===== config.mk =====
export PLATFORM = sky130hd
export DESIGN_NAME = pci_inbound_xlate
export DESIGN_NICKNAME = d
export VERILOG_FILES = /design/src/rtl/inb_pkg.sv /design/src/rtl/inb_regs.sv /design/src/rtl/inb_window.sv /design/src/rtl/inb_select.sv /design/src/rtl/pci_inbound_xlate.sv
export SDC_FILE = /design/constraint.sdc
export NUM_CORES = 2
export LEC_CHECK = 0
export BUFFER_PORTS_ARGS = -buffer_cell sky130_fd_sc_hd__clkbuf_2
export CORE_MARGIN = 2
export CORE_UTILIZATION = 54
export CTS_BUF_LIST = sky130_fd_sc_hd__clkbuf_16
export CTS_CLUSTER_DIAMETER = 200
export CTS_CLUSTER_SIZE = 30
export DETAILED_ROUTE_END_ITERATION = 10
export PLACE_DENSITY = 0.72
export SYNTH_ARGS = -nofsm -noshare
export SYNTH_HDL_FRONTEND = slang
export SYNTH_SLANG_ARGS = --single-unit

===== constraint.sdc =====
create_clock -name clk -period 4.08 [get_ports clk]
set_input_delay 0 -clock clk [delete_from_list [all_inputs] [get_ports clk]]
set_output_delay 0 -clock clk [all_outputs]
set_load 0.02 [all_outputs]

===== src/rtl/inb_pkg.sv =====
package inb_pkg;
  localparam int NWIN   = 3;
  localparam int AW     = 64;
  localparam int DW     = 32;
  localparam int OFFW   = 8;
  localparam int WIDX   = $clog2(NWIN);
  localparam logic [AW-1:0] MASK_RST = {{(AW-DW){1'b1}}, {DW{1'b0}}};

  typedef enum logic [2:0] {
    FLD_NONE, FLD_MASK_LO, FLD_MASK_HI, FLD_MASK_W32, FLD_BASE_LO, FLD_BASE_HI
  } fld_e;

  typedef struct packed {
    logic [WIDX-1:0] win;
    fld_e            fld;
  } dec_t;

  function automatic dec_t reg_decode(input logic [OFFW-1:0] off);
    dec_t d;
    d.win = '0;
    d.fld = FLD_NONE;
    case (off)
      8'h98: begin d.win = 2'd0; d.fld = FLD_MASK_LO;  end
      8'hF8: begin d.win = 2'd0; d.fld = FLD_MASK_HI;  end
      8'h9C: begin d.win = 2'd0; d.fld = FLD_BASE_LO;  end
      8'hA0: begin d.win = 2'd0; d.fld = FLD_BASE_HI;  end
      8'hA4: begin d.win = 2'd1; d.fld = FLD_MASK_W32; end
      8'hA8: begin d.win = 2'd1; d.fld = FLD_BASE_LO;  end
      8'hAC: begin d.win = 2'd1; d.fld = FLD_BASE_HI;  end
      8'hB0: begin d.win = 2'd2; d.fld = FLD_MASK_LO;  end
      8'hFC: begin d.win = 2'd2; d.fld = FLD_MASK_HI;  end
      8'hB4: begin d.win = 2'd2; d.fld = FLD_BASE_LO;  end
      8'hB8: begin d.win = 2'd2; d.fld = FLD_BASE_HI;  end
      default: ;
    endcase
    return d;
  endfunction

  // Highest address a window covers: size - 1, which is the inverted masked value.
  function automatic logic [AW-1:0] win_limit(input logic [AW-1:0] m);
    return ~{m[AW-1:3], 3'b000};
  endfunction
endpackage


===== src/rtl/inb_regs.sv =====
module inb_regs
  import inb_pkg::*;
(
  input  logic                      clk,
  input  logic                      rst_n,
  input  logic                      we,
  input  logic [OFFW-1:0]           addr,
  input  logic [DW-1:0]             wdata,
  output logic [DW-1:0]             rdata,
  output logic [NWIN-1:0][AW-1:0]   mask_o,
  output logic [NWIN-1:0][AW-1:0]   base_o
);
  logic [NWIN-1:0][AW-1:0] mask_q, base_q;
  dec_t dec;
  logic wr_mapped;

  assign dec       = reg_decode(addr);
  assign wr_mapped = we && (dec.fld != FLD_NONE);
  assign mask_o    = mask_q;
  assign base_o    = base_q;

  for (genvar w = 0; w < NWIN; w++) begin : g_win
    logic sel;
    assign sel = wr_mapped && (dec.win == w);

    always_ff @(posedge clk) begin
      if (!rst_n) begin
        mask_q[w] <= MASK_RST;
        base_q[w] <= '0;
      end else if (sel) begin
        case (dec.fld)
          FLD_MASK_LO:  mask_q[w][DW-1:0]  <= wdata;
          FLD_MASK_HI:  mask_q[w][AW-1:DW] <= wdata;
          FLD_MASK_W32: mask_q[w]          <= {{(AW-DW){1'b0}}, wdata};
          FLD_BASE_LO:  base_q[w][DW-1:0]  <= wdata;
          FLD_BASE_HI:  base_q[w][AW-1:DW] <= wdata;
          default: ;
        endcase
      end
    end

    a_r3_base_lo_keeps_hi: assert property (@(posedge clk) disable iff (!rst_n)
      sel && dec.fld == FLD_BASE_LO |=> $stable(base_q[w][AW-1:DW]));
    a_r3_mask_hi_keeps_lo: assert property (@(posedge clk) disable iff (!rst_n)
      sel && dec.fld == FLD_MASK_HI |=> $stable(mask_q[w][DW-1:0]));
    a_r4_w32_clears_upper: assert property (@(posedge clk) disable iff (!rst_n)
      sel && dec.fld == FLD_MASK_W32 |=> mask_q[w][AW-1:DW] == '0);
  end

  always_comb begin
    rdata = '0;
    if (dec.fld != FLD_NONE && int'(dec.win) < NWIN) begin
      case (dec.fld)
        FLD_MASK_LO, FLD_MASK_W32: rdata = mask_q[dec.win][DW-1:0];
        FLD_MASK_HI:               rdata = mask_q[dec.win][AW-1:DW];
        FLD_BASE_LO:               rdata = base_q[dec.win][DW-1:0];
        FLD_BASE_HI:               rdata = base_q[dec.win][AW-1:DW];
        default:                   rdata = '0;
      endcase
    end
  end

  a_r10_unmapped_write_ignored: assert property (@(posedge clk) disable iff (!rst_n)
    we && dec.fld == FLD_NONE |=> $stable(mask_q) && $stable(base_q));
  a_r10_unmapped_reads_zero: assert property (@(posedge clk) disable iff (!rst_n)
    dec.fld == FLD_NONE |-> rdata == '0);
endmodule


===== src/rtl/inb_window.sv =====
module inb_window
  import inb_pkg::*;
(
  input  logic          clk,
  input  logic          rst_n,
  input  logic [AW-1:0] mask,
  input  logic [AW-1:0] base,
  input  logic [AW-1:0] pci_addr,
  output logic          hit,
  output logic [AW-1:0] xlat
);
  logic          enabled;
  logic [AW-1:0] limit;

  assign enabled = mask[0];
  assign limit   = win_limit(mask);
  assign hit     = enabled && (pci_addr <= limit);
  assign xlat    = base + pci_addr;

  a_r5_disabled_never_hits: assert property (@(posedge clk) disable iff (!rst_n)
    !mask[0] |-> !hit);
  a_r6_zero_addr_hits_when_on: assert property (@(posedge clk) disable iff (!rst_n)
    mask[0] && pci_addr == '0 |-> hit);
endmodule


===== src/rtl/inb_select.sv =====
module inb_select
  import inb_pkg::*;
(
  input  logic                    clk,
  input  logic                    rst_n,
  input  logic [NWIN-1:0]         hit_vec,
  input  logic [NWIN-1:0][AW-1:0] xlat_vec,
  output logic                    hit,
  output logic [WIDX-1:0]         win,
  output logic [AW-1:0]           local_addr
);
  logic [NWIN-1:0] lower_mask;

  always_comb begin
    hit        = 1'b0;
    win        = '0;
    local_addr = '0;
    for (int i = NWIN - 1; i >= 0; i--) begin
      if (hit_vec[i]) begin
        hit        = 1'b1;
        win        = WIDX'(i);
        local_addr = xlat_vec[i];
      end
    end
  end

  assign lower_mask = (NWIN'(1) << win) - NWIN'(1);

  a_r8_lowest_wins: assert property (@(posedge clk) disable iff (!rst_n)
    hit |-> hit_vec[win] && ((hit_vec & lower_mask) == '0));
  a_r9_miss_is_zero: assert property (@(posedge clk) disable iff (!rst_n)
    !hit |-> local_addr == '0 && win == '0 && hit_vec == '0);
endmodule


===== src/rtl/pci_inbound_xlate.sv =====
module pci_inbound_xlate
  import inb_pkg::*;
(
  input  logic          clk,
  input  logic          rst_n,
  input  logic          reg_we,
  input  logic [7:0]    reg_addr,
  input  logic [31:0]   reg_wdata,
  output logic [31:0]   reg_rdata,
  input  logic [63:0]   pci_addr,
  output logic          lk_hit,
  output logic [1:0]    lk_win,
  output logic [63:0]   lk_local
);
  logic [NWIN-1:0][AW-1:0] mask_w, base_w, xlat_w;
  logic [NWIN-1:0]         hit_w;

  inb_regs u_regs (
    .clk(clk), .rst_n(rst_n), .we(reg_we), .addr(reg_addr),
    .wdata(reg_wdata), .rdata(reg_rdata), .mask_o(mask_w), .base_o(base_w)
  );

  for (genvar w = 0; w < NWIN; w++) begin : g_lookup
    inb_window u_win (
      .clk(clk), .rst_n(rst_n), .mask(mask_w[w]), .base(base_w[w]),
      .pci_addr(pci_addr), .hit(hit_w[w]), .xlat(xlat_w[w])
    );
  end

  inb_select u_sel (
    .clk(clk), .rst_n(rst_n), .hit_vec(hit_w), .xlat_vec(xlat_w),
    .hit(lk_hit), .win(lk_win), .local_addr(lk_local)
  );

  a_r1_reset_no_hit: assert property (@(posedge clk)
    $past(!rst_n) && rst_n |-> !lk_hit);
endmodule


==> metrics.md <==
| Metric | Value |
|---|---|
| Outcome | `finished, violations left` |
| Failing checks | `negative setup slack` |
| Grt peak-use layer | `met1` |
| R2R setup slack | `3060 ps` |
| First-pass DRT Iterations | `6` |
| Crit-path cells | `ha_4, inv_2, fa_2, nand2b_4, a21o_1, a211o_1, a21o_1, a221oi_4, nor2_4, o31ai_4, nand2_2, mux2_4, a41oi_2, a22oi_2, buf_6` |
| Clock H-tree levels | `1` |
| Int Pwr | `4.88 mW` |
| EDFF count, synth | `0` |
| Clk pin slew, worst setup/hold paths | `120 ps` |
| Final setup TNS | `-39.3 ps` |
| Clock buffer count from CTS | `16` |
| Post-Syn Area | `between 0.03 and 0.04 mm²` |
| GR Util met2 | `59.3%` |
| Met3 usage | `between 10% and 20%` |
| Hold Violations, Final | `0` |
| Worst reg2reg path startpoint | `u_regs.mask_o[64]` |
| Final WL | `roughly 140000 µm` |
| Clk buf depth | `3` |
| Final WS setup | `-39.3 ps` |
| IO Port Bufs | `slightly above 200` |
| Worst Tran Pin Value | `1110 ps` |
| Clock Sink Count | `384` |
| Crit path capture type | `output pin` |
| Initial antenna violation count | `5` |
| Seq cells post-synth | `384` |
| Syn nets | `4915` |
| Reg power frac | `53.9%` |
| Clk_lat worst skew | `530 ps` |
| Die Ht | `250 µm` |
| DRC viols | `0` |
| Power share of the clock group | `29.0%` |
| Clock Skew | `0 ps` |
| Reg2Reg Capture Point | `u_regs.mask_o[64]` |
| Gate Count Post-Synth | `4433` |
| Relative slew slack | `25.3%` |
| RSZ-0062 raised after global routing | `true` |
| Maximum number of pins on one net before global-route repair | `141` |
| Worst Setup SP | `u_regs.base_o[128]` |
| Period utilization | `101%` |
| Critical Path Fanout Max | `3` |
| Worst setup path category | `reg -> out` |
| Synth Warn # | `0` |
| Arrival @ worst endpoint | `4120 ps` |
| Die width | `between 200 and 300 µm` |
| Root Buffer | `clkbuf_16` |
| Via count | `35200` |
| Switch Pwr | `just over 2 mW` |
| F_max | `243 MHz` |
| Post-synth top area cell | `dfxtp_1` |
| Sequential share of the synthesized area | `23.5%` |
| Synthesized area per cell | `around 7.4 µm²` |
| Synth cell types | `102` |
| CP required | `between 4000 and 5000 ps` |
| Power Density | `194 mW/mm²` |
| Row cnt | `90` |
| Slowest stage cell, crit path | `a221oi_4` |
| Delay-heaviest family, CP | `compound AO/OA/AOI/OAI gates` |
| Combinational Power Share | `17.1%` |
| GRT overflow | `0` |
| Peak supply drop | `408 µV` |
| Crit path buf inv count | `2` |
| Sw Share | `between 20 and 30%` |
| First-pass GRT wire length | `about 210000 µm` |
| Hold Path Class | `in -> reg` |
| Crit start category | `register` |
| Post-detail-place hpwl | `110000 µm` |
| Grt met1 use | `61.2%` |
| Hold depth | `3` |
| GRT Total Usage | `a little over two fifths` |
| CTS tree | `yes` |
| Synth-to-Final Area Change | `9.82%` |
| Setup Viol. Count Final | `2` |
| Ys flop type | `dfxtp_1` |
| DR vias/cell | `6.67` |
| Most used cell, CP | `a21o_1` |
| Hold WS | `31.8 ps` |
| Worst Setup EP | `lk_local[60]` |
| Final ANT Viol Nets | `0` |
| Period minus WS final | `4120 ps` |
| Pins over their slew limit | `0` |
| Core Area | `0.0601 mm²` |
| WL/cell | `~27 µm` |
| Die area | `0.0625 mm²` |
| Worst path depth | `15` |
| MaxCap Viol Count | `0` |
| Synth top area share | `between 20% and 30%` |
| Top cells by area, synth | `dfxtp_1, ha_1, nand2_1` |
| Num ports | `approximately 210` |
| Initial Util | `around 54%` |
| Cell leakage power | `15.1 nW` |
| Routability cong. | `just over 1` |
| Ys async rst share | `0%` |
| Share of cells above drive strength 1 | `approximately 11%` |
| Fin nets | `4971` |
| Iteration-0 DRC Markers | `roughly 4500` |
| Worst-case reg-to-reg path depth | `2` |
| Vias in the first global route | `31700` |
| Worst path max stage delay | `around 420 ps` |
==> synth_stat cells (76+ instances only) <==
cell / instances
o21ai_0: 194
a21oi_1: 441
xor2_1: 79
o211ai_1: 76
nor3_1: 77
dfxtp_1: 384
nor2_1: 136
ha_1: 372
a21boi_0: 299
xnor2_1: 103
a22oi_1: 115
nand4_1: 94
nand2_1: 1042
clkbuf_1: 281
a21o_1: 143
==> metrics by stage <==
step	setup WS (ps)	cells	power (mW)	instance area [µm²]	util, %
2_1_floorplan	867	4433	4.47	32700	-
3_3_place_gp	-114	5195	4.92	34300	57.1
3_5_place_dp	-71.9	5195	4.91	34300	57.1
4_1_cts	-42.0	5253	6.86	35300	58.7
5_1_grt	-161	5273	7.10	35900	59.7
6_report	-39.3	5273	6.95	35900	59.7
==> placed cells by master (no fill, tap or decap), drive strengths merged, types with 6 or more instances in the layout <==
master and n:
a211o 8, a211oi 12, a21boi 302, a21o 144
a21oi 446, a221oi 37, a22o 34, a22oi 115
a311oi 6, a31oi 27, a41oi 11, and2 8
and3 17, and4 8, buf 121, clkbuf 217
dfxtp 384, dlygate4sd3 29, ha 372, inv 57
nand2 1043, nand2b 15, nand3 50, nand4 94
nor2 138, nor2b 30, nor3 77, nor4 15
o211ai 76, o21a 32, o21ai 213, o21bai 36
o221ai 15, o31ai 15, or2 12, or3 12
xnor2 103, xor2 79
==> cell type report <==
class	count	area [µm²]
Tap cell	782	978
Antenna cell	2	5.00
Timing Repair Buffer	350	2340
Sequential cell	384	7710
Multi-Input combinational cell	3679	24200
Fill cell	5735	24200
Inverter	58	221
Clock buffer	17	425
Clock inverter	1	8.76
==> worst reg2reg max path, delay by kind of cell, from the launching register on <==
family	cells	cell delay (ps)
compound gates	1	180
flops	1	680
simple gates	1	80
==> flip-flops by register name, summed over array words and instances (netlist names) <==
name           count
u_regs.base_o    192
u_regs.mask_o    192
==> worst min path at each step <==
stage / from / endpoint / slack [ps]
after global placement: u_regs.mask_o[122] / u_regs.mask_o[122] / 450
after CTS: reg_wdata[0] / u_regs.base_o[128] / 1
after detailed placement: u_regs.mask_o[121] / u_regs.mask_o[121] / 450
after floorplan: reg_wdata[31] / u_regs.base_o[127] / 350
after global routing: reg_wdata[0] / u_regs.base_o[128] / 20
final: reg_wdata[23] / u_regs.mask_o[87] / 30
==> repair_timing <==
item | in CTS | in global routing
setup buffers | 11 | 17
resized for setup | 34 | 115
gates cloned | 0 | 1
pin swaps | 16 | 32
hold buffers | 29 | 0
setup endpoints to repair | 66 | 57
endpoints found under the hold margin | 212 | 0
==> power groups by stage <==
stage          Sequential [mW]  Combinational (mW)  Clock (mW)
2_1_floorplan             3.83               0.638           0
3_3_place_gp              3.83                1.09           0
3_5_place_dp              3.83                1.08           0
4_1_cts                   3.75                1.11        2.00
5_1_grt                   3.75                1.25        2.10
6_report                  3.75                1.19        2.02
==> logic make-up (layout without fill, tap and decap cells) <==
| logic type | Yosys count | after routing | share of synthesized area, % |
|---|---|---|---|
| AOI/OAI and AO/OA | 1573 | 1573 | 32.3 |
| xor gates and xnor gates | 182 | 182 | 4.88 |
| adders and majority gates | 375 | 375 | 14.4 |
| buffers and inverters | 370 | 426 | 4.37 |
| DFF | 384 | 384 | 23.5 |
| muxes | 5 | 5 | 0.168 |
| other | 0 | 2 | 0 |
| and+or+nand+nor | 1544 | 1544 | 20.4 |
==> routing by layer <==
metal | up-vias | routed length [µm]
met5 | - | 21
li1 | 16100 | -
met4 | 4 | 8540
met3 | 357 | 21700
met1 | 16500 | 57900
met2 | 2244 | 54700
Note: power is estimated with default switching activity, not from simulation.
